**config.mk**
```make
export PLATFORM = sky130hd
export DESIGN_NAME = req_chan_mapper
export DESIGN_NICKNAME = d
export VERILOG_FILES = /design/src/rtl/req_map_pkg.sv /design/src/rtl/req_sync.sv /design/src/rtl/map_regfile.sv /design/src/rtl/chan_route.sv /design/src/rtl/req_chan_mapper.sv
export SDC_FILE = /design/constraint.sdc
export NUM_CORES = 2
export LEC_CHECK = 0
export CORE_ASPECT_RATIO = 0.75
export CORE_MARGIN = 2
export CORE_UTILIZATION = 28
export DETAILED_ROUTE_END_ITERATION = 6
export DONT_BUFFER_PORTS = 1
export HOLD_SLACK_MARGIN = 0.06
export PLACE_DENSITY_LB_ADDON = 0.12
export SYNTH_ARGS = -nofsm -noshare
export SYNTH_HDL_FRONTEND = slang
export SYNTH_SLANG_ARGS = --single-unit
```
**constraint.sdc**
```tcl
create_clock -name clk -period 29.7 [get_ports clk]
set_clock_uncertainty 0.1 [all_clocks]
set_input_delay 5.94 -clock clk [delete_from_list [all_inputs] [get_ports clk]]
set_output_delay 5.94 -clock clk [all_outputs]
set_load 0.1 [all_outputs]
```
**src/rtl/req_map_pkg.sv**
```systemverilog
package req_map_pkg;
  localparam int MAP_W   = 8;
  localparam int VLD_BIT = 7;
  localparam int CHF_W   = 5;
  typedef logic [MAP_W-1:0] map_t;
  typedef logic [CHF_W-1:0] chf_t;
endpackage

```
**src/rtl/req_sync.sv**
```systemverilog
module req_sync #(
  parameter int WIDTH  = 75,
  parameter int STAGES = 2
) (
  input  logic             clk,
  input  logic             rst_n,
  input  logic [WIDTH-1:0] din,
  output logic [WIDTH-1:0] dout
);
  logic [WIDTH-1:0] stg [STAGES];

  for (genvar s = 0; s < STAGES; s++) begin : g_stage
    logic [WIDTH-1:0] stg_d;
    if (s == 0) begin : g_first
      assign stg_d = din;
    end else begin : g_next
      assign stg_d = stg[s-1];
    end
    always_ff @(posedge clk or negedge rst_n) begin
      if (!rst_n) stg[s] <= '0;
      else        stg[s] <= stg_d;
    end
  end

  assign dout = stg[STAGES-1];
endmodule

```
**src/rtl/map_regfile.sv**
```systemverilog
module map_regfile
  import req_map_pkg::*;
#(
  parameter int          NUM_REQ    = 75,
  parameter int          NUM_CH     = 16,
  parameter int          ADDR_W     = 16,
  parameter int          DATA_W     = 32,
  parameter int          WIN_A_CNT  = 64,
  parameter logic [15:0] WIN_A_BASE = 16'h0100,
  parameter logic [15:0] WIN_B_BASE = 16'h1100
) (
  input  logic                  clk,
  input  logic                  rst_n,
  input  logic                  bus_sel,
  input  logic                  bus_we,
  input  logic [ADDR_W-1:0]     bus_addr,
  input  map_t                  wr_byte,
  output logic [DATA_W-1:0]     bus_rdata,
  output logic                  bus_err,
  output logic [NUM_REQ-1:0]    map_valid,
  output chf_t [NUM_REQ-1:0]    map_chan
);
  localparam int IDX_W     = $clog2(NUM_REQ);
  localparam int SLOT_W    = $clog2(WIN_A_CNT);
  localparam int PAGE_LSB  = SLOT_W + 2;
  localparam int WIN_B_CNT = NUM_REQ - WIN_A_CNT;

  map_t               map_q [NUM_REQ];
  logic [NUM_REQ-1:0] wr_en;
  logic [SLOT_W-1:0]  slot;
  logic               hit_a, hit_b, hit;
  logic [IDX_W-1:0]   idx;
  logic               field_bad, wr_go, err_d, err_q;

  always_comb begin
    slot  = bus_addr[SLOT_W+1:2];
    hit_a = (bus_addr[ADDR_W-1:PAGE_LSB] == WIN_A_BASE[ADDR_W-1:PAGE_LSB]) &&
            (bus_addr[1:0] == 2'b00);
    hit_b = (bus_addr[ADDR_W-1:PAGE_LSB] == WIN_B_BASE[ADDR_W-1:PAGE_LSB]) &&
            (bus_addr[1:0] == 2'b00) &&
            ({1'b0, slot} < (SLOT_W+1)'(WIN_B_CNT));
    hit   = hit_a | hit_b;
    idx   = hit_a ? IDX_W'(slot) : IDX_W'(slot) + IDX_W'(WIN_A_CNT);
    field_bad = wr_byte[VLD_BIT] &&
                ({1'b0, wr_byte[CHF_W-1:0]} >= (CHF_W+1)'(NUM_CH));
    wr_go = bus_sel & bus_we & hit;
    err_d = wr_go & field_bad;
    for (int i = 0; i < NUM_REQ; i++) begin
      wr_en[i] = wr_go & ~field_bad & (idx == IDX_W'(i));
    end
    bus_rdata = '0;
    if (bus_sel && !bus_we && hit) begin
      bus_rdata[MAP_W-1:0] = map_q[idx];
    end
  end

  for (genvar i = 0; i < NUM_REQ; i++) begin : g_map
    always_ff @(posedge clk or negedge rst_n) begin
      if (!rst_n)        map_q[i] <= '0;
      else if (wr_en[i]) map_q[i] <= wr_byte;
    end
    assign map_valid[i] = map_q[i][VLD_BIT];
    assign map_chan[i]  = map_q[i][CHF_W-1:0];
  end

  always_ff @(posedge clk or negedge rst_n) begin
    if (!rst_n) err_q <= 1'b0;
    else        err_q <= err_d;
  end
  assign bus_err = err_q;

  AST_ERR_AFTER_WRITE: assert property (@(posedge clk) disable iff (!rst_n)
    bus_err |-> $past(bus_sel && bus_we));

  AST_LOW_ADDR_READS_ZERO: assert property (@(posedge clk) disable iff (!rst_n)
    (bus_sel && !bus_we && bus_addr < WIN_A_BASE[ADDR_W-1:0]) |-> (bus_rdata == '0));
endmodule

```
**src/rtl/chan_route.sv**
```systemverilog
module chan_route
  import req_map_pkg::*;
#(
  parameter int NUM_REQ = 75,
  parameter int NUM_CH  = 16
) (
  input  logic               clk,
  input  logic               rst_n,
  input  logic [NUM_REQ-1:0] req_s,
  input  logic [NUM_REQ-1:0] map_valid,
  input  chf_t [NUM_REQ-1:0] map_chan,
  output logic [NUM_CH-1:0]  ch_req,
  output logic [NUM_CH-1:0]  ch_ras_set,
  output logic [NUM_CH-1:0]  ch_ras_clr,
  output logic [NUM_CH-1:0]  ch_eor_set
);
  logic [NUM_CH-1:0] lvl_d, lvl_q, rise_d, fall_d;
  logic [NUM_CH-1:0] rise_q, fall_q;

  always_comb begin
    for (int c = 0; c < NUM_CH; c++) begin
      lvl_d[c] = 1'b0;
      for (int r = 0; r < NUM_REQ; r++) begin
        lvl_d[c] = lvl_d[c] | (req_s[r] & map_valid[r] & (map_chan[r] == CHF_W'(c)));
      end
    end
    rise_d = lvl_d & ~lvl_q;
    fall_d = ~lvl_d & lvl_q;
  end

  always_ff @(posedge clk or negedge rst_n) begin
    if (!rst_n) begin
      lvl_q  <= '0;
      rise_q <= '0;
      fall_q <= '0;
    end else begin
      lvl_q  <= lvl_d;
      rise_q <= rise_d;
      fall_q <= fall_d;
    end
  end

  assign ch_req     = lvl_q;
  assign ch_ras_set = rise_q;
  assign ch_ras_clr = fall_q;
  assign ch_eor_set = fall_q;

  AST_RAS_ONLY_ON_RISE: assert property (@(posedge clk) disable iff (!rst_n)
    (ch_ras_set & ~(ch_req & ~$past(ch_req))) == '0);

  AST_EOR_ONLY_ON_FALL: assert property (@(posedge clk) disable iff (!rst_n)
    (ch_eor_set & ~(~ch_req & $past(ch_req))) == '0);

  AST_RAS_CLR_ON_FALL: assert property (@(posedge clk) disable iff (!rst_n)
    (ch_ras_clr & ~(~ch_req & $past(ch_req))) == '0);

  AST_ONE_EVENT_PER_CLK: assert property (@(posedge clk) disable iff (!rst_n)
    (ch_ras_set & ch_eor_set) == '0);
endmodule

```
**src/rtl/req_chan_mapper.sv**
```systemverilog
module req_chan_mapper
  import req_map_pkg::*;
#(
  parameter int NUM_REQ     = 75,
  parameter int NUM_CH      = 16,
  parameter int ADDR_W      = 16,
  parameter int DATA_W      = 32,
  parameter int SYNC_STAGES = 2
) (
  input  logic               clk,
  input  logic               rst_n,
  input  logic               bus_sel,
  input  logic               bus_we,
  input  logic [ADDR_W-1:0]  bus_addr,
  input  logic [DATA_W-1:0]  bus_wdata,
  output logic [DATA_W-1:0]  bus_rdata,
  output logic               bus_err,
  input  logic [NUM_REQ-1:0] req_in,
  output logic [NUM_CH-1:0]  ch_req,
  output logic [NUM_CH-1:0]  ch_ras_set,
  output logic [NUM_CH-1:0]  ch_ras_clr,
  output logic [NUM_CH-1:0]  ch_eor_set
);
  logic               rst_meta, rst_sync_n;
  logic [NUM_REQ-1:0] req_s;
  logic [NUM_REQ-1:0] map_valid;
  chf_t [NUM_REQ-1:0] map_chan;
  logic               unused_wdata;

  assign unused_wdata = ^bus_wdata[DATA_W-1:MAP_W];

  always_ff @(posedge clk or negedge rst_n) begin
    if (!rst_n) begin
      rst_meta   <= 1'b0;
      rst_sync_n <= 1'b0;
    end else begin
      rst_meta   <= 1'b1;
      rst_sync_n <= rst_meta;
    end
  end

  req_sync #(.WIDTH(NUM_REQ), .STAGES(SYNC_STAGES)) u_sync (
    .clk  (clk),
    .rst_n(rst_sync_n),
    .din  (req_in),
    .dout (req_s)
  );

  map_regfile #(
    .NUM_REQ(NUM_REQ), .NUM_CH(NUM_CH), .ADDR_W(ADDR_W), .DATA_W(DATA_W)
  ) u_regs (
    .clk      (clk),
    .rst_n    (rst_sync_n),
    .bus_sel  (bus_sel),
    .bus_we   (bus_we),
    .bus_addr (bus_addr),
    .wr_byte  (bus_wdata[MAP_W-1:0]),
    .bus_rdata(bus_rdata),
    .bus_err  (bus_err),
    .map_valid(map_valid),
    .map_chan (map_chan)
  );

  chan_route #(.NUM_REQ(NUM_REQ), .NUM_CH(NUM_CH)) u_route (
    .clk       (clk),
    .rst_n     (rst_sync_n),
    .req_s     (req_s),
    .map_valid (map_valid),
    .map_chan  (map_chan),
    .ch_req    (ch_req),
    .ch_ras_set(ch_ras_set),
    .ch_ras_clr(ch_ras_clr),
    .ch_eor_set(ch_eor_set)
  );
endmodule

```
==> impl_metrics.csv <==
group,metric,value,unit
sta,worst_slew_pin_slew,1501,ps
sta,hold_viol,0,
clock_network,cts_resized,0,
synthesis,synthXorXnorAreaFrac,0,
sta,min_period_over_period,0.5248,
synthesis,ys_ff_latch,801,
setup_path,cp.arrival,9550,ps
setup_path,worstSetupPathType,"input port to output port",
power_and_ir_drop,power_density,43.01,nW/um^2
floorplanning,num_rows,130,
route,drc,6,
synthesis,synth-simple-area-share,0.2436,
synthesis,synth.most_common_cell,"dfrtp_1",
final_layout,area_growth,15.22,%
floorplanning,die_height,359.8,um
sta,finalSetupViolCount,0,
synthesis,syn_area,47250,um^2
synthesis,synthCells,4454,
floorplanning,fp.dieW,478.3,um
outcome,violations,"DRC, capacitance limit, slew limit",
clock_network,path_clk_slew,60,ps
sta,rsz0062_at_grt,"false",
route,vias_per_cell,6.901,
run,max_cap_viol_count,4,
setup_path,cp.required,23660,ps
synthesis,async_flop_share,1.000,
floorplanning,fp.coreArea,167500,um^2
route,wire_per_inst,61.95,um
clock_network,cts_tree,"done",
synthesis,synth_largest_area_cell,"dfrtp_1",
synthesis,synth-edff-count,0,
synthesis,synth_cell_type_count,82,
route,drt-total-wl,424200,um
synthesis,avgSynthCellArea,10.61,um^2
placement,dp_slack,14540,ps
route,via_count,47250,
synthesis,synth_compound_area_frac,0.07775,
clock_network,root_buffer,"clkbuf_16",
floorplanning,start_util,0.2820,
synthesis,yosysSeqAreaShare,0.4242,
clock_network,cts_made_buffers,83,
setup_path,r2r_setup_slack,23760,ps
route,dr.pass1.iters,6,
placement,dp_hpwl,354300,um
sta,slew_headroom,-0.02655,
sta,max_freq,64.16,MHz
clock_network,cts.sinks,801,
grt,grt_max_degree,196,
placement,portBuffers,0,
synthesis,synth_flop_cell,"dfrtp_1",
clock_network,cts_max_path_buffers,3,
floorplanning,die_area,172100,um^2
synthesis,synth_top_family_by_area,"simple AND/OR/NAND/NOR gates",
floorplanning,ioPinCount,224,
final_layout,drive_gt1_frac,0.2781,
clock_network,hold_buffers,0,
setup_path,worst-path-max-fanout,54,
synthesis,muxShareOfSynthArea,0.2156,
final_layout,nFillCells,17080,
clock_network,cts_max_level,3,
final_layout,final_net_count,4604,
synthesis,synth-adder-area-share,0,
grt,grt_overflow,0,
grt,grt_pass1_vias,41770,
grt,grtUsageTotal,0.4799,
clock_network,post_cts_buffers,0,
power_and_ir_drop,p_leak,22.91,nW
sta,layout_setup_ws,14110,ps
placement,gp_congestion,1.182,
outcome,outcome,"finished, violations left",
route,first_iter_violations,8468,
synthesis,yosys-top-cells-area,"dfrtp_1, mux2_2, mux4_2",
grt,antenna_found_initial,133,
synthesis,synth_warnings,0,
placement,placed_cells,6635,
setup_path,crit_path_end_kind,"output port",
sta,fin_crit,15590,ps
final_layout,fin_cells,6847,
clock_network,insertion_delay,760,ps
synthesis,synthTopCellsByCount,"dfrtp_1, mux2_2, nor3_1, clkbuf_1, nand2_1",
synthesis,synth_top_area_share,0.4242,
sta,holdWs,246.4,ps
grt,grt_pass1_wl,517300,um
sta,slew_viol_final,4,
route,antenna_left,0,
power_and_ir_drop,vdd_drop_max,0.05462,mV
setup_path,start_kind,"input port",
min_path,hold_path_class,"flip-flop to flip-flop",
sta,setup_tns,0,ps
## layout by cell type, fill, tap and decap left out, drive strengths merged, types with 80 or more instances in the layout
cell	n
clkbuf	112
nand2	259
nand3	127
buf	272
mux2	605
nor4	184
a2111oi	91
mux4	113
nor3	380
dfrtp	801
mux2i	80
nand2b	111
nor2	218
## cell type report
class                      count  area, um^2  area share
multi-input combinational   3251       26170      0.4808
sequential                   801       20070      0.3686
clock inverter                42       614.3     0.01128
antenna                       58       145.1    0.002666
clock buffer                 111        2312     0.04247
inverter                      67       251.5    0.004620
tap                         2244        2808     0.05157
timing repair buffer         273        2067     0.03797
## per-layer routing
layer / vias to the layer above / GRT usage / wire length [um]
met2: 3853 / 0.5993 / 154700
met5: - / 0.01054 / 670
met1: 25200 / 0.6489 / 177800
met3: 836 / 0.2312 / 59090
li1: 17280 / - / -
met4: 74 / 0.2948 / 31850
## registers in the layout (all words and copies together), names as in the netlist
register / count
rst_meta: 1
rst_sync_n: 1
u_regs.bus_err: 1
u_regs.map_chan: 375
u_regs.map_q: 150
u_regs.map_valid: 75
u_route.ch_eor_set: 16
u_route.ch_ras_set: 16
u_route.ch_req: 16
u_sync.dout: 75
u_sync.g_stage.stg_d: 75
## stage by stage
| stage | util | total power [mW] | area, um^2 |
|---|---|---|---|
| global route | 0.3241 | 2.402 | 54300 |
| detailed placement | 0.3066 | 1.220 | 51360 |
| CTS | 0.3240 | 2.352 | 54290 |
| finish | 0.3249 | 2.341 | 54440 |
| global placement | 0.3065 | 1.219 | 51350 |
| floorplan | - | 1.201 | 47330 |
## power breakdown
| group | switching, mW | internal [mW] | leakage (nW) |
|---|---|---|---|
| combinational | 0.0719 | 0.0184 | 10.7 |
| clock | 0.501 | 0.636 | 1.42 |
| sequential | 0.0117 | 1.10 | 10.8 |
## worst paths after layout
path                                                        from                               endpoint  cells after the start
setup reg to reg                            rst_sync_n$_DFF_PN0_          u_regs.map_q[502]$_DFFE_PN0P_                      6
max in group asynchronous                   rst_sync_n$_DFF_PN0_          u_regs.map_q[502]$_DFFE_PN0P_                      6
hold / removal             u_sync.g_stage[1].stg_d[26]$_DFF_PN0_              u_sync.dout[26]$_DFF_PN0_                      0
hold reg to reg            u_sync.g_stage[1].stg_d[26]$_DFF_PN0_              u_sync.dout[26]$_DFF_PN0_                      0
setup / recovery                                     bus_addr[5]                           bus_rdata[7]                      7
min in group asynchronous                   rst_sync_n$_DFF_PN0_  u_sync.g_stage[1].stg_d[62]$_DFF_PN0_                      0
## cell families (layout without fill, tap and decap cells)
kind of cell / after synthesis / count (layout)
other cells: 2 / 83
compound gates: 491 / 491
simple gates: 1937 / 1937
mux: 798 / 798
flops: 801 / 801
buf+inv: 425 / 493
## worst max-delay path: stages
cell and delay [ps]:
inv_2 70, buf_4 680, nor2_1 270, a22oi_1 1090
o2111ai_1 650, a32o_1 470, buf_4 240
(Power assumes the default switching activity.)
